[src/rtl/xcorr_window.sv]
`timescale 1ns/1ps
module xcorr_window #(
  parameter int ROWS = 8,
  parameter int COLS = 8,
  parameter int SW   = 8,
  parameter int AW   = 16,
  localparam int RW  = (ROWS > 1) ? $clog2(ROWS) : 1,
  localparam int CW  = (COLS > 1) ? $clog2(COLS) : 1
) (
  input  logic               clk,
  input  logic               rst_n,
  input  logic               start,
  input  logic [ROWS-1:0]    bit_new,
  input  logic [ROWS-1:0]    bit_old,
  input  logic [COLS*SW-1:0] smp_new,
  input  logic [COLS*SW-1:0] smp_old,
  input  logic [RW-1:0]      rd_row,
  input  logic [CW-1:0]      rd_col,
  output logic               busy,
  output logic               done,
  output logic [AW-1:0]      rd_data
);
  localparam int DEPTH = ROWS * COLS;
  localparam int DW    = (DEPTH > 1) ? $clog2(DEPTH) : 1;

  logic [AW-1:0]      mem [DEPTH];
  logic               clr, run, s1_v, s1_last;
  logic [DW-1:0]      clr_a, s1_a;
  logic [RW-1:0]      row, s1_row;
  logic [CW-1:0]      col, s1_col;
  logic [ROWS-1:0]    bn_q, bo_q;
  logic [COLS*SW-1:0] rn_q, ro_q;
  logic [AW-1:0]      s1_q;

  logic               accept, last, we;
  logic [DW-1:0]      ia, ea, wa;
  logic [AW-1:0]      wd, ext_n, ext_o, tn, to;
  logic [SW-1:0]      xn, xo;

  assign busy   = clr | run | s1_v;
  assign accept = start & ~busy;
  assign last   = (row == RW'(ROWS-1)) && (col == CW'(COLS-1));
  assign ia     = DW'(row) * DW'(COLS) + DW'(col);
  assign ea     = DW'(rd_row) * DW'(COLS) + DW'(rd_col);

  assign xn    = rn_q[int'(s1_col)*SW +: SW];
  assign xo    = ro_q[int'(s1_col)*SW +: SW];
  assign ext_n = {{(AW-SW){xn[SW-1]}}, xn};
  assign ext_o = {{(AW-SW){xo[SW-1]}}, xo};
  assign tn    = bn_q[s1_row] ? ext_n : -ext_n;
  assign to    = bo_q[s1_row] ? ext_o : -ext_o;

  assign we = clr | s1_v;
  assign wa = clr ? clr_a : s1_a;
  assign wd = clr ? '0 : s1_q + tn - to;

  always_ff @(posedge clk) begin
    if (we) mem[wa] <= wd;
    if (run) s1_q <= (we && wa == ia) ? wd : mem[ia];
    rd_data <= (we && wa == ea) ? wd : mem[ea];
  end

  always_ff @(posedge clk) begin
    if (accept) begin
      bn_q <= bit_new;
      bo_q <= bit_old;
      rn_q <= smp_new;
      ro_q <= smp_old;
    end
    s1_row <= row;
    s1_col <= col;
    s1_a   <= ia;
  end

  always_ff @(posedge clk or negedge rst_n) begin
    if (!rst_n) begin
      clr     <= 1'b1;
      clr_a   <= '0;
      run     <= 1'b0;
      s1_v    <= 1'b0;
      s1_last <= 1'b0;
      done    <= 1'b0;
      row     <= '0;
      col     <= '0;
    end else begin
      done    <= s1_v & s1_last;
      s1_v    <= run;
      s1_last <= run & last;
      if (clr) begin
        clr_a <= clr_a + 1'b1;
        if (clr_a == DW'(DEPTH-1)) clr <= 1'b0;
      end
      if (accept) begin
        run <= 1'b1;
        row <= '0;
        col <= '0;
      end else if (run) begin
        if (last) run <= 1'b0;
        if (col == CW'(COLS-1)) begin
          col <= '0;
          row <= row + 1'b1;
        end else begin
          col <= col + 1'b1;
        end
      end
    end
  end
endmodule

[config.mk]
export PLATFORM = sky130hd
export DESIGN_NAME = xcorr_window
export DESIGN_NICKNAME = d
export VERILOG_FILES = /design/src/rtl/xcorr_window.sv
export SDC_FILE = /design/constraint.sdc
export NUM_CORES = 2
export LEC_CHECK = 0
export ABC_CLOCK_PERIOD_IN_PS = 10120
export BUFFER_PORTS_ARGS = -buffer_cell sky130_fd_sc_hd__buf_4
export CELL_PAD_IN_SITES_DETAIL_PLACEMENT = 0
export CELL_PAD_IN_SITES_GLOBAL_PLACEMENT = 1
export CORE_UTILIZATION = 60
export DETAILED_ROUTE_END_ITERATION = 16
export PLACE_DENSITY_LB_ADDON = 0.1
export RECOVER_POWER = 50
export SLEW_MARGIN = 5
export SYNTH_ARGS = -nofsm -noshare
export SYNTH_HDL_FRONTEND = slang
export SYNTH_SLANG_ARGS = --single-unit
[constraint.sdc]
create_clock -name clk -period 10.12 [get_ports clk]
set_input_delay 0 -clock clk [delete_from_list [all_inputs] [get_ports clk]]
set_output_delay 0 -clock clk [all_outputs]
set_load 0.01 [all_outputs]
## Word-level counts from Yosys, hierarchy flattened

Memories as Yosys holds them, arrays and structs flattened. A register that Yosys moved wholly into a read port is not among the register bits.
Index checks and enable logic that the tools add are counted.

- Memories: 1
- Register bits: 173
- Input bits: 153
- Output and inout bits: 18
- RAM bits: 1024

- Reduce and logical (&&, ||, !) cells: 4
- Add/subtract/negate cells: 9
- Order comparisons: 1
- Bitwise logic cells: 7
- Equal/unequal tests: 3
- Shift-type cells: 2
- Muxes and demuxes: 21

Memory list:

| name | depth | bits a word | read ports | clocked after Yosys merged registers in | wr ports | line | source |
|---|---|---|---|---|---|---|---|
| mem | 64 | 16 | 2 | 2 | 1 | 26 | `logic [AW-1:0] mem [DEPTH];` |

Operator list:

| cell | number |
|---|---|
| variable part select 64 x 7 -> 8 bit | 2 |
| 2-to-1 mux 16 bit | 3 |
| negation 16 bit | 2 |
| 2-to-1 mux 3 bit | 6 |
| adder 16 bit | 1 |
| subtractor 16 bit | 1 |
| adder 6 x 3 -> 6 bit | 2 |
| 2-to-1 mux 1 bit | 9 |
| adder 3 x 1 -> 3 bit (second input constant) | 2 |
| adder 6 x 1 -> 6 bit (second input constant) | 1 |
| binary-select mux 1 bit (select 3 bit) | 2 |
| == test 3 bit (second input constant) | 2 |
| == test 6 bit (second input constant) | 1 |
| 2-to-1 mux 6 bit | 1 |
| less-than comparator 3 x 4 -> 1 bit (second input constant) | 1 |
| nonzero test 2 bit | 2 |
| bitwise AND 1 bit | 3 |
| bitwise OR 1 bit | 3 |
| AND reduction 2 bit | 1 |
| logical AND 1 bit | 1 |
| NOT 1 bit | 1 |

## Depth between registers and ports, before layout

- Depth in word-level cells: 6
- Mapped depth: 19

## Worst setup path after synthesis

OpenSTA, ideal clock, no wires.

- Path type: reg2reg
- Start: reg s1_col[1]
- End: mem mem[0][14] (data pin)
- Buffers on the path: 2
- Data required time: 9.621 ns
- Setup slack: 3.527 ns
- Data arrival time: 6.094 ns
- Cell stages (with the launch flop): 19
- Period minus slack after synthesis: 6.593 ns
- Cell sequence: dfxtp_1 -> clkbuf_1 -> buf_1 -> mux4_2 -> mux2i_1 -> nand3_1 -> or3_1 -> ha_1 -> inv_1 -> a21oi_1 -> fa_1 -> ha_1 -> a21o_1 -> a21o_1 -> a221o_1 -> a31oi_1 -> o21ai_0 -> xnor2_1 -> nor2_1

- Word-level cells in the longest chain between the ends: 6
- Elaborated cells between the ends (all ways): 9
- Classes of those cells: 4 x add/sub; 2 x shift; 3 x mux

RTL lines:

| element | line | source |
|---|---|---|
| start: declaration | 30 | `logic [CW-1:0] col, s1_col;` |
| start signal: assignment | 71 | `s1_col <= col;` |
| variable part select 64 x 7 -> 8 bit | 46 | `assign xn = rn_q[int'(s1_col)*SW +: SW];` |
| negation 16 bit | 50 | `assign tn = bn_q[s1_row] ? ext_n : -ext_n;` |
| 2-to-1 mux 16 bit | 50 |  |
| adder 16 bit | 55 | `assign wd = clr ? '0 : s1_q + tn - to;` |
| subtractor 16 bit (*) | 55 |  |
| 2-to-1 mux 16 bit (*) | 55 |  |
| via wd[14] | 37 | `logic [AW-1:0] wd, ext_n, ext_o, tn, to;` |
| end: declaration | 26 |  |

The timed path passes the listed nets; every way through them passes the cells marked *.

## Final worst setup path

- Start: reg clr
- End: mem mem[33][10], enable pin

- Word-level cells in the longest chain between the ends: 3
- Elaborated cells between the ends (all ways): 4
- Classes of those cells: 3 x mux; 1 x bitwise

RTL lines:

| element | line | source |
|---|---|---|
| start: declaration | 27 | `logic clr, run, s1_v, s1_last;` |
| start signal: assignment | 77 | `clr <= 1'b1;` |
| start signal: assignment | 91 | `if (clr_a == DW'(DEPTH-1)) clr <= 1'b0;` |
| bitwise OR 1 bit | 53 | `assign we = clr \| s1_v;` |
| 2-to-1 mux 1 bit | 58 | `if (we) mem[wa] <= wd;` |
| 2-to-1 mux 1 bit (implied by the code) | 58 |  |

Parallel ways exist; a longest one is shown, timed or not.

==> impl_results.md <==
- Status: finished with violations
- Failing checks: capacitance limit, slew limit
- Clock buffer count from CTS: around 120
- Commonest cells post-synth: edfxtp_1, mux4_2, nor2_1
- Main area contributors after synthesis: edfxtp_1, mux4_2, dfrtp_1
- Initial antenna violation count: 11
- Tmin final: 7.26 ns
- Worst-path clk slew: 0.07 ns
- CP Max Fanout: 37
- Top cell type's share of synthesized area: 63.7%
- Layout Skew: between 0.02 and 0.03 ns
- EDFF count, synth: 1,184
- Final worst-path cycle share: 71.8%
- WP data arrival: 7.54 ns
- Post-Layout Cell Count: 4,325
- RSZ-0062 raised after global routing: no
- First-pass GRT wire length: around 230 mm
- Worst hold path type: in -> reg
- Top FF cell, synth: edfxtp_1
- Dpl hpwl: ~90 mm
- CP Launch Type: flip-flop
- Post-synth ARST share: around 1.4%
- H-tree levels: 3
- Post-synth top area cell: edfxtp_1
- Critical Path RT: between 10 and 15 ns
- DR DRC count: 0
- Via count: 30,800
- Share of layout cells above drive strength 1: 36.9%
- Final max-slew violation count: ~1,200
- I/O Pins: 171
- Placed Cells: about 3,800
- Worst skew pair latency: around 0.73 ns
- Syn-to-layout area delta: 16.9%
- Final setup TNS: 0 ns
- Vias in the first global route: about 32,000
- CTS tree: yes
- Gpl congestion: 0.856
- DRT Wirelength: approximately 160 mm
- Initial Util: between 60 and 70%
- Slew headroom: -213%
- Die height: 307 um
- FP Rows: 111
- Gr usage total: 35.2%
- Final nets: about 3,200
- FMAX: 0.138 GHz
- Fin util: a little under three quarters
- Die width: 307 um
- Most frequent cell after synthesis: edfxtp_1
- Largest net degree at the start of global routing: 109
- Post-route cell area: 65,200 um2
- DIE AREA: around 94,000 um2
- Routed len/inst: 37.0 um
- Crit path capture type: flip-flop
- Post-Syn Nets: between 2,000 and 3,000
- Seq/Total Area, Yosys: 64.9%
- IO Port Bufs: 170
- Syn Inst Count: approximately 2,500
- Synth cell types: 48
- Starting DRT DRC Count: 4,154
- Root buf cell: clkbuf_16
- Register bit count reported by yosys: ~1,200
- Post-DP Area: about 60,000 um2
- Routed Antenna Nets: 0
- Average size of a mapped cell: 22.0 um2
- Max-cap violations: 57
- Ys Warns: 0
- Endpoints failing hold: 0
- Setup Viol. Count Final: 0
- First-pass detailed-route iteration total: 5
- GRT overflow: 0
- DR vias/cell: roughly 7
- Netlist Area Pre-Place: 55,800 um2
- Least-Margin Pin Slew: 4.70 ns
- CORE AREA: 91,800 um2
- Clock Tree Buf Depth: 3
- Setup Buffers After CTS: 0
- CTS sink count: 1,213
- Critical setup path kind: reg -> reg
what timing repair did:
item,in CTS,in global routing
gates resized for setup,0,0
hold endpoints to repair,171,0
hold buffers,275,0
state kept, by name, indices dropped and copies added, names as in the netlist, 2 cells and up, named ones only:
name and flops:
bn_q 8, bo_q 8, clr_a 6, col 3, mem 1024, rn_q 64
ro_q 64, row 3, s1_a 2, s1_col 2, s1_q 16, s1_row 2
critical path, stage by stage, from the launching register on:
cell and delay (ns):
dfstp_1 0.81, clkbuf_1 1.90, inv_1 0.63, o21ai_0 0.75, nand2_1 0.59, nor2_1 2.10
final timing paths:
kind	startpoint	cells past startpoint	slack, ns	endpoint
hold / removal	smp_old[9]	2	0.03	ro_q[9]$_DFFE_PP_
setup / recovery	clr$_DFF_PN1_	5	2.86	mem[33][10]$_DFFE_PP_
hold reg to reg	col[2]$_DFFE_PN0P_	0	0.45	s1_a[2]$_DFF_P_
min in group asynchronous	rst_n	3	0.50	done$_DFF_PN0_
max in group asynchronous	rst_n	3	9.03	col[2]$_DFFE_PN0P_
setup reg to reg	clr$_DFF_PN1_	5	2.86	mem[33][10]$_DFFE_PP_
per-stage QoR:
step | hold WS [ns] | worst slack (ns)
2_1_floorplan | -0.296 | 3.53
6_report | 0.0342 | 2.86
5_1_grt | 0.0201 | 2.43
4_1_cts | 0.000771 | 3.34
3_5_place_dp | -0.116 | 3.38
3_3_place_gp | -0.120 | 3.56
kinds of logic (layout without fill, tap and decap cells):
family | count (synthesis) | count (layout) | share of synthesized area [%]
flip-flops | 1213 | 1213 | 64.9
adder cells (fa/ha/maj) | 40 | 40 | 1.10
AO/OA/AOI/OAI | 93 | 93 | 1.05
other | 0 | 2 | 0
AND/OR/NAND/NOR | 205 | 205 | 1.55
multiplexers | 749 | 749 | 29.2
XOR/XNOR | 37 | 37 | 0.581
buffers and inverters | 199 | 743 | 1.60
routing by layer:
layer  wire length, um  global-route usage [%]  share of wire [%]  up-vias
met2             79000                    55.7                 49     1969
li1                  -                       -                  -    12000
met4              7540                    15.3                4.7       14
met3             16700                    8.66                 10      396
met5                96                       0              0.060        -
met1             57000                    47.2                 36    16400
cell usage in the layout (no fill, tap or decap), types with 17 or more instances in the layout:
master	synthesis	final
xnor2_1	28	28
clkbuf_16	0	123
nor2_4	0	21
mux4_2	699	699
bufinv_16	0	17
edfxtp_1	1184	1184
dlygate4sd3_1	0	275
buf_4	17	52
clkinv_2	0	22
mux2_2	21	21
mux2i_1	28	28
clkbuf_1	83	45
nor2_1	98	72
nand2_1	62	62
a21oi_1	20	19
clkinv_1	0	28
inv_1	21	19
clkbuf_4	0	138
o21ai_0	24	24
ha_1	25	25
layout make-up:
class | count | area, um2
inverter | 21 | 80.1
fill | 5371 | 26600
antenna | 2 | 5.00
sequential | 1213 | 36200
clock buffer | 145 | 3190
timing repair buffer | 497 | 4410
clock inverter | 80 | 861
multi-input combinational | 1124 | 18800
tap | 1243 | 1560
Power is left out: the tool's default activity adds up to more than one toggle a clock period on the data nets, which glitch-free logic cannot reach.
